<file path="config.mk">
export PLATFORM = sky130hd
export DESIGN_NAME = rxdly_intr_timers
export DESIGN_NICKNAME = d
export VERILOG_FILES = /design/src/rtl/rxdly_pkg.sv /design/src/rtl/rxdly_countdown.sv /design/src/rtl/rxdly_small_det.sv /design/src/rtl/rxdly_intr_timers.sv
export SDC_FILE = /design/constraint.sdc
export NUM_CORES = 1
export LEC_CHECK = 0
export CAP_MARGIN = 30
export CORE_MARGIN = 2
export CORE_UTILIZATION = 30
export DETAILED_ROUTE_END_ITERATION = 10
export DONT_BUFFER_PORTS = 1
export PLACE_DENSITY = 0.45
export SLEW_MARGIN = 20
export SYNTH_ARGS = -nofsm -noshare
export SYNTH_HDL_FRONTEND = slang
export SYNTH_SLANG_ARGS = --single-unit
</file>
<file path="constraint.sdc">
create_clock -name clk -period 2.3 [get_ports clk]
set_input_delay 0.115 -clock clk [delete_from_list [all_inputs] [get_ports clk]]
set_output_delay 0.115 -clock clk [all_outputs]
set_load 0.005 [all_outputs]
</file>
<file path="src/rtl/rxdly_pkg.sv">
// Package: shared types for the receive interrupt delay timers.
// Assumes two timers, indexed by the constants below.
package rxdly_pkg;
    localparam int NUM_TMR = 2;
    localparam int PKT_IDX = 0;
    localparam int ABS_IDX = 1;

    // Per-cycle operation applied to one countdown timer.
    typedef enum logic [1:0] {
        OP_HOLD = 2'd0,
        OP_LOAD = 2'd1,
        OP_STOP = 2'd2,
        OP_TICK = 2'd3
    } tmr_op_e;

    // Pick one operation with priority load > stop > tick > hold.
    function automatic tmr_op_e pick_op(input logic load, input logic stop,
                                        input logic tick);
        if (load)      return OP_LOAD;
        else if (stop) return OP_STOP;
        else if (tick) return OP_TICK;
        else           return OP_HOLD;
    endfunction
endpackage

</file>
<file path="src/rtl/rxdly_countdown.sv">
// Module: one-shot countdown timer.
// It counts load_val ticks and then flags expiry for one cycle.
// Assumes load_val is nonzero whenever op is OP_LOAD.
// expire is combinational and is valid only on an OP_TICK cycle.
module rxdly_countdown
    import rxdly_pkg::*;
#(
    parameter int CNT_W = 16
) (
    input  logic             clk,
    input  logic             rst_n,
    input  tmr_op_e          op,
    input  logic [CNT_W-1:0] load_val,
    output logic             pend,
    output logic             expire
);
    localparam logic [CNT_W-1:0] CNT_ONE = CNT_W'(1);

    logic [CNT_W-1:0] cnt_q;
    logic             pend_q;

    // Expiry: the last remaining count is consumed by this tick.
    assign expire = (op == OP_TICK) && pend_q && (cnt_q == CNT_ONE);
    assign pend   = pend_q;

    // Count state: load, stop, decrement on tick, or hold.
    always_ff @(posedge clk) begin
        if (!rst_n) begin
            cnt_q  <= '0;
            pend_q <= 1'b0;
        end else begin
            unique case (op)
                OP_LOAD: begin
                    cnt_q  <= load_val;
                    pend_q <= 1'b1;
                end
                OP_STOP: begin
                    cnt_q  <= '0;
                    pend_q <= 1'b0;
                end
                OP_TICK: begin
                    if (pend_q) begin
                        cnt_q  <= cnt_q - CNT_ONE;
                        pend_q <= (cnt_q != CNT_ONE);
                    end
                end
                default: ;
            endcase
        end
    end

    AST_LOAD_SETS_PEND: assert property (@(posedge clk) disable iff (!rst_n)
        (op == OP_LOAD) |=> pend);
    AST_STOP_CLEARS: assert property (@(posedge clk) disable iff (!rst_n)
        (op == OP_STOP) |=> !pend);
    AST_EXPIRE_CLEARS: assert property (@(posedge clk) disable iff (!rst_n)
        expire |=> !pend);
    AST_NO_TICK_HOLD: assert property (@(posedge clk) disable iff (!rst_n)
        (pend && op == OP_HOLD) |=> (pend && $stable(cnt_q)));
endmodule

</file>
<file path="src/rtl/rxdly_small_det.sv">
// Module: small-frame comparator.
// hit is 1 when the threshold is nonzero and the length does not exceed it.
// Assumes the length and the threshold use the same unit.
module rxdly_small_det #(
    parameter int LEN_W = 16
) (
    input  logic [LEN_W-1:0] frame_len,
    input  logic [LEN_W-1:0] thresh,
    output logic             hit
);
    // Compare: a zero threshold disables detection.
    always_comb begin
        hit = (thresh != '0) && (frame_len <= thresh);
    end
endmodule

</file>
<file path="src/rtl/rxdly_intr_timers.sv">
// Module: receive interrupt delay timers (top).
// It manages a packet timer and an absolute timer from completion pulses.
// It raises receive-timer and small-frame cause requests, each one cycle long.
// Assumes done_vld is a single-cycle pulse and the delay inputs are steady
// while a completion is presented.
module rxdly_intr_timers
    import rxdly_pkg::*;
#(
    parameter int LEN_W = 16,
    parameter int DLY_W = 16
) (
    input  logic             clk,
    input  logic             rst_n,
    input  logic             tick_en,
    input  logic             done_vld,
    input  logic [LEN_W-1:0] done_len,
    input  logic [DLY_W-1:0] pkt_delay,
    input  logic [DLY_W-1:0] abs_delay,
    input  logic [LEN_W-1:0] small_thresh,
    input  logic             cancel,
    output logic             rxt_req,
    output logic             small_req,
    output logic             pkt_pend,
    output logic             abs_pend
);
    logic [NUM_TMR-1:0] load_v;
    logic [NUM_TMR-1:0] pend_v;
    logic [NUM_TMR-1:0] exp_v;
    logic [DLY_W-1:0]   load_val [NUM_TMR];
    tmr_op_e            op_v     [NUM_TMR];
    logic               pkt_dly_on;
    logic               immed_rxt;
    logic               small_hit;
    logic               rxt_q;
    logic               small_q;

    // Start decisions: the packet timer restarts on every frame;
    // the absolute timer starts only when it is idle (or just cancelled).
    always_comb begin
        pkt_dly_on       = (pkt_delay != '0);
        immed_rxt        = done_vld && !pkt_dly_on;
        load_v[PKT_IDX]  = done_vld && pkt_dly_on;
        load_v[ABS_IDX]  = done_vld && pkt_dly_on && (abs_delay != '0)
                           && (!pend_v[ABS_IDX] || cancel);
        load_val[PKT_IDX] = pkt_delay;
        load_val[ABS_IDX] = abs_delay;
    end

    for (genvar i = 0; i < NUM_TMR; i++) begin : g_tmr
        // Operation select per timer with fixed priority.
        always_comb begin
            op_v[i] = pick_op(load_v[i], cancel, tick_en);
        end

        rxdly_countdown #(
            .CNT_W(DLY_W)
        ) u_cnt (
            .clk      (clk),
            .rst_n    (rst_n),
            .op       (op_v[i]),
            .load_val (load_val[i]),
            .pend     (pend_v[i]),
            .expire   (exp_v[i])
        );
    end

    rxdly_small_det #(
        .LEN_W(LEN_W)
    ) u_small (
        .frame_len (done_len),
        .thresh    (small_thresh),
        .hit       (small_hit)
    );

    // Cause registers: merge all receive-timer sources into one pulse.
    always_ff @(posedge clk) begin
        if (!rst_n) begin
            rxt_q   <= 1'b0;
            small_q <= 1'b0;
        end else begin
            rxt_q   <= immed_rxt || (|exp_v);
            small_q <= done_vld && small_hit;
        end
    end

    assign rxt_req   = rxt_q;
    assign small_req = small_q;
    assign pkt_pend  = pend_v[PKT_IDX];
    assign abs_pend  = pend_v[ABS_IDX];

    AST_IMMEDIATE_CAUSE: assert property (@(posedge clk) disable iff (!rst_n)
        (done_vld && pkt_delay == '0) |=> rxt_req);
    AST_SMALL_OFF: assert property (@(posedge clk) disable iff (!rst_n)
        (done_vld && small_thresh == '0) |=> !small_req);
    AST_ABS_START_QUAL: assert property (@(posedge clk) disable iff (!rst_n)
        $rose(abs_pend) |-> $past(done_vld && pkt_delay != '0 && abs_delay != '0));
    AST_CANCEL_NO_REQ: assert property (@(posedge clk) disable iff (!rst_n)
        (cancel && !done_vld) |=> (!rxt_req && !pkt_pend && !abs_pend));
endmodule

</file>
==> results.md <==
- Crit-path max FO: 10
- Global Route Usage Sum: 18.2%
- Actual slew at the worst max-slew pin: roughly 0.62 ns
- Simple-gate area share of the yosys netlist: 31.0%
- Seq/Total Area, Yosys: ~25%
- Synth Area in XOR/XNOR: roughly 1.5%
- Max-slew violations: 0
- Max-cap violations: 0
- Worst Path Arrival: about 2.4 ns
- Tmin final: 2.12 ns
- Synth-to-layout area growth: 17.3%
- Clock skew: 0.0105 ns
- Vias: roughly 2.9k
- Die area: 10400 sq um
- First-pass GRT wire length: 14700 microns
- Pwr dens: a little over 500 nW/um^2
- Hold Vio Cnt, Final: 1
- Vias per cell: 5.69
- Hold WC Path Type: in2reg
- Num CTS Buffers: 5
- Antenna-violating nets left: 0
- Core area: 9280 sq um
- Outcome: complete, but fails checks
- Finish-stage setup viols: 0
- Iteration-0 DRC Markers: 158
- Placed insts: 489
- Compound-Gate Fraction of Synth Area: 28.0%
- Final Wtd Congestion: 0.810
- Chip height: about 100 microns
- Ranking of synthesized cells by area: dfxtp_1 (25%), ha_1 (8.7%), a21oi_1 (5.2%)
- FFs w/ async S/R, synth: 0%
- Largest net degree at the start of global routing: 37
- Post-Synth Adder-Cell Area: 8.69%
- Post-synthesis mux area share: 0%
- Drt first pass iters: 5
- Vias in the first global route: 2929
- Rel. slew slack: between 50% and 60%
- Drt wl/cell: roughly 18 microns
- CP required: 2.55 ns
- Crit path kind: reg2reg
- N_diodes: 0
- I/O Buffers: 0
- Fillcell total: approximately 1000
- Fin cells: 518
- Synth Register Bits: 36
- Layout cell share with drive strength beyond 1: 11.3%
- CTS clk-pin slew, worst paths: roughly 0.090 ns
- Starting Density: 31.0%
- Overflow after GRT: 0
- Hpwl dp: 6790 microns
- Tot Pwr: 1.72 mW
- Grt met2 use: 29.8%
- Max frequency: about 470 MHz
- Most common cell in the netlist: dfxtp_1
- Avg Inst Size Synth: 7.87 sq um
- Max IR drop VDD: 0.182 mV
- Worst Setup Start Kind: register
- Rows: 35
- Post-synth EDFFs: 0
- Clock buffer depth: 2
- Mapped Nets: between 400 and 500
- Most instantiated cells after synthesis: dfxtp_1 (36), a21oi_1 (30), o21ai_0 (26), nand2_1 (25)
- Syn Inst Count: 366
- Failing checks: negative hold slack
- Routing usage on met1: about 24%
- Hold WS: -0.00116 ns
- Layout net count: 477
- RSZ-0062 raised after global routing: no
- GR Util met3: 3.56%
- Num ports: 73
- Final WL: about 9500 microns
- Synth unique cells: 62
- GR peak layer: met2
- CTS tree: yes
- Initial antenna violation count: 0
- Post-Syn Area: 2880 sq um
- Sink Count: 36
- Die width: 102 microns
- Largest family of logic cells by synthesized area: simple AND/OR/NAND/NOR gates
- H-tree depth: 2
- Remaining DRCs: 0
- Synth Warn #: 0
- Final setup TNS: 0 ns
- Clk_lat worst skew: approximately 0.3 ns
- Synth Flop Type: dfxtp_1
- Area leader, netlist: dfxtp_1
- Root Buffer: clkbuf_8
- Pleak: about 1.2 nW
- Setup crit end kind: register
- Post-route clock period utilization: around 92%
- Top-area cell type share of the netlist area: 25.0%
-- layout make-up --
cell class,count,area [sq um],area share [%]
Tap cell,129,161,4.78
Multi-Input combinational cell,289,2020,59.7
Timing Repair Buffer,32,293,8.67
Inverter,24,90.1,2.67
Sequential cell,36,721,21.3
Clock inverter,2,15.0,0.444
Clock buffer,6,82.6,2.44
-- per-layer routing --
| layer | share of wire (%) | wire length (microns) |
|---|---|---|
| met5 | 0 | 0 |
| met4 | 1.7 | 165 |
| met3 | 6.7 | 634 |
| met2 | 45 | 4270 |
| met1 | 46 | 4400 |
-- state kept, by name, indices dropped and copies added (netlist names) --
| name | count |
|---|---|
| g_tmr.u_cnt.pend | 2 |
| rxt_req | 1 |
| small_req | 1 |
| g_tmr.u_cnt.cnt_q | 32 |
-- worst max-delay path: stages, from the launching register on --
cell	delay, ns
dfxtp_1	0.34
or3_4	0.49
nor2_1	0.17
xnor2_1	0.07
or3_1	0.31
a21oi_1	0.13
dlygate4sd3_1	0.56
-- power by group --
| part | switching [mW] | total (mW) | leakage (nW) | internal [mW] |
|---|---|---|---|---|
| logic | 0.272 | 0.485 | 0.883 | 0.213 |
| clock network | 0.277 | 0.521 | 0.0434 | 0.243 |
| registers | 0.0476 | 0.711 | 0.297 | 0.663 |
| total | 0.597 | 1.72 | 1.22 | 1.12 |
-- stage by stage --
step	utilization (%)	worst slack (ns)	instance area, sq um
after floorplan	-	0.438	2880
after global routing	36.4	0.0340	3380
after CTS	36.3	0.0484	3370
after global placement	33.0	0.355	3070
after detailed placement	33.0	0.287	3070
final	36.4	0.183	3380
-- placed cells by master (no fill, tap or decap), drive strengths merged, types with 2 or more instances in the layout --
cell,count
dlygate4sd3,21
nand4,9
or3,8
or4,2
a32oi,2
nand2b,6
and2,2
ha,20
a32o,4
buf,11
a41oi,5
nand3,7
clkbuf,6
a21o,6
nor2,24
dfxtp,36
nor4,22
a211oi,7
a221oi,3
xnor2,4
a311oi,7
nor3b,6
clkinvlp,2
nor3,16
a21oi,30
nor2b,4
o211ai,3
nand2,26
o31ai,7
inv,24
o21ai,27
or3b,2
o31a,2
o21a,3
a31oi,8
nor4b,2
-- cells by family after synthesis --
group                      Yosys count
AOI/OAI and AO/OA                  122
xor gates and xnor gates             5
adders and majority gates           20
buffers and inverters               41
DFF                                 36
and+or+nand+nor                    142
-- what timing repair did --
| item | in CTS | in global routing |
|---|---|---|
| gates resized for setup | 0 | 1 |
| setup endpoints to repair | 0 | 1 |
| hold buffers | 21 | 0 |
| buffers inserted | 0 | 0 |
| endpoints found under the hold margin | 26 | 0 |
-- worst paths after layout --
kind	slack, ns	depth (start not counted)	startpoint	endpoint
setup / recovery	0.18	6	g_tmr[1].u_cnt.cnt_q[2]	g_tmr[1].u_cnt.cnt_q[5]
hold / removal	-0.001	2	rst_n	g_tmr[1].u_cnt.cnt_q[13]
setup reg to reg	0.18	6	g_tmr[1].u_cnt.cnt_q[2]	g_tmr[1].u_cnt.cnt_q[5]
hold reg to reg	0.50	2	g_tmr[0].u_cnt.cnt_q[11]	g_tmr[0].u_cnt.cnt_q[11]
Note: power is estimated with default switching activity, not from simulation.
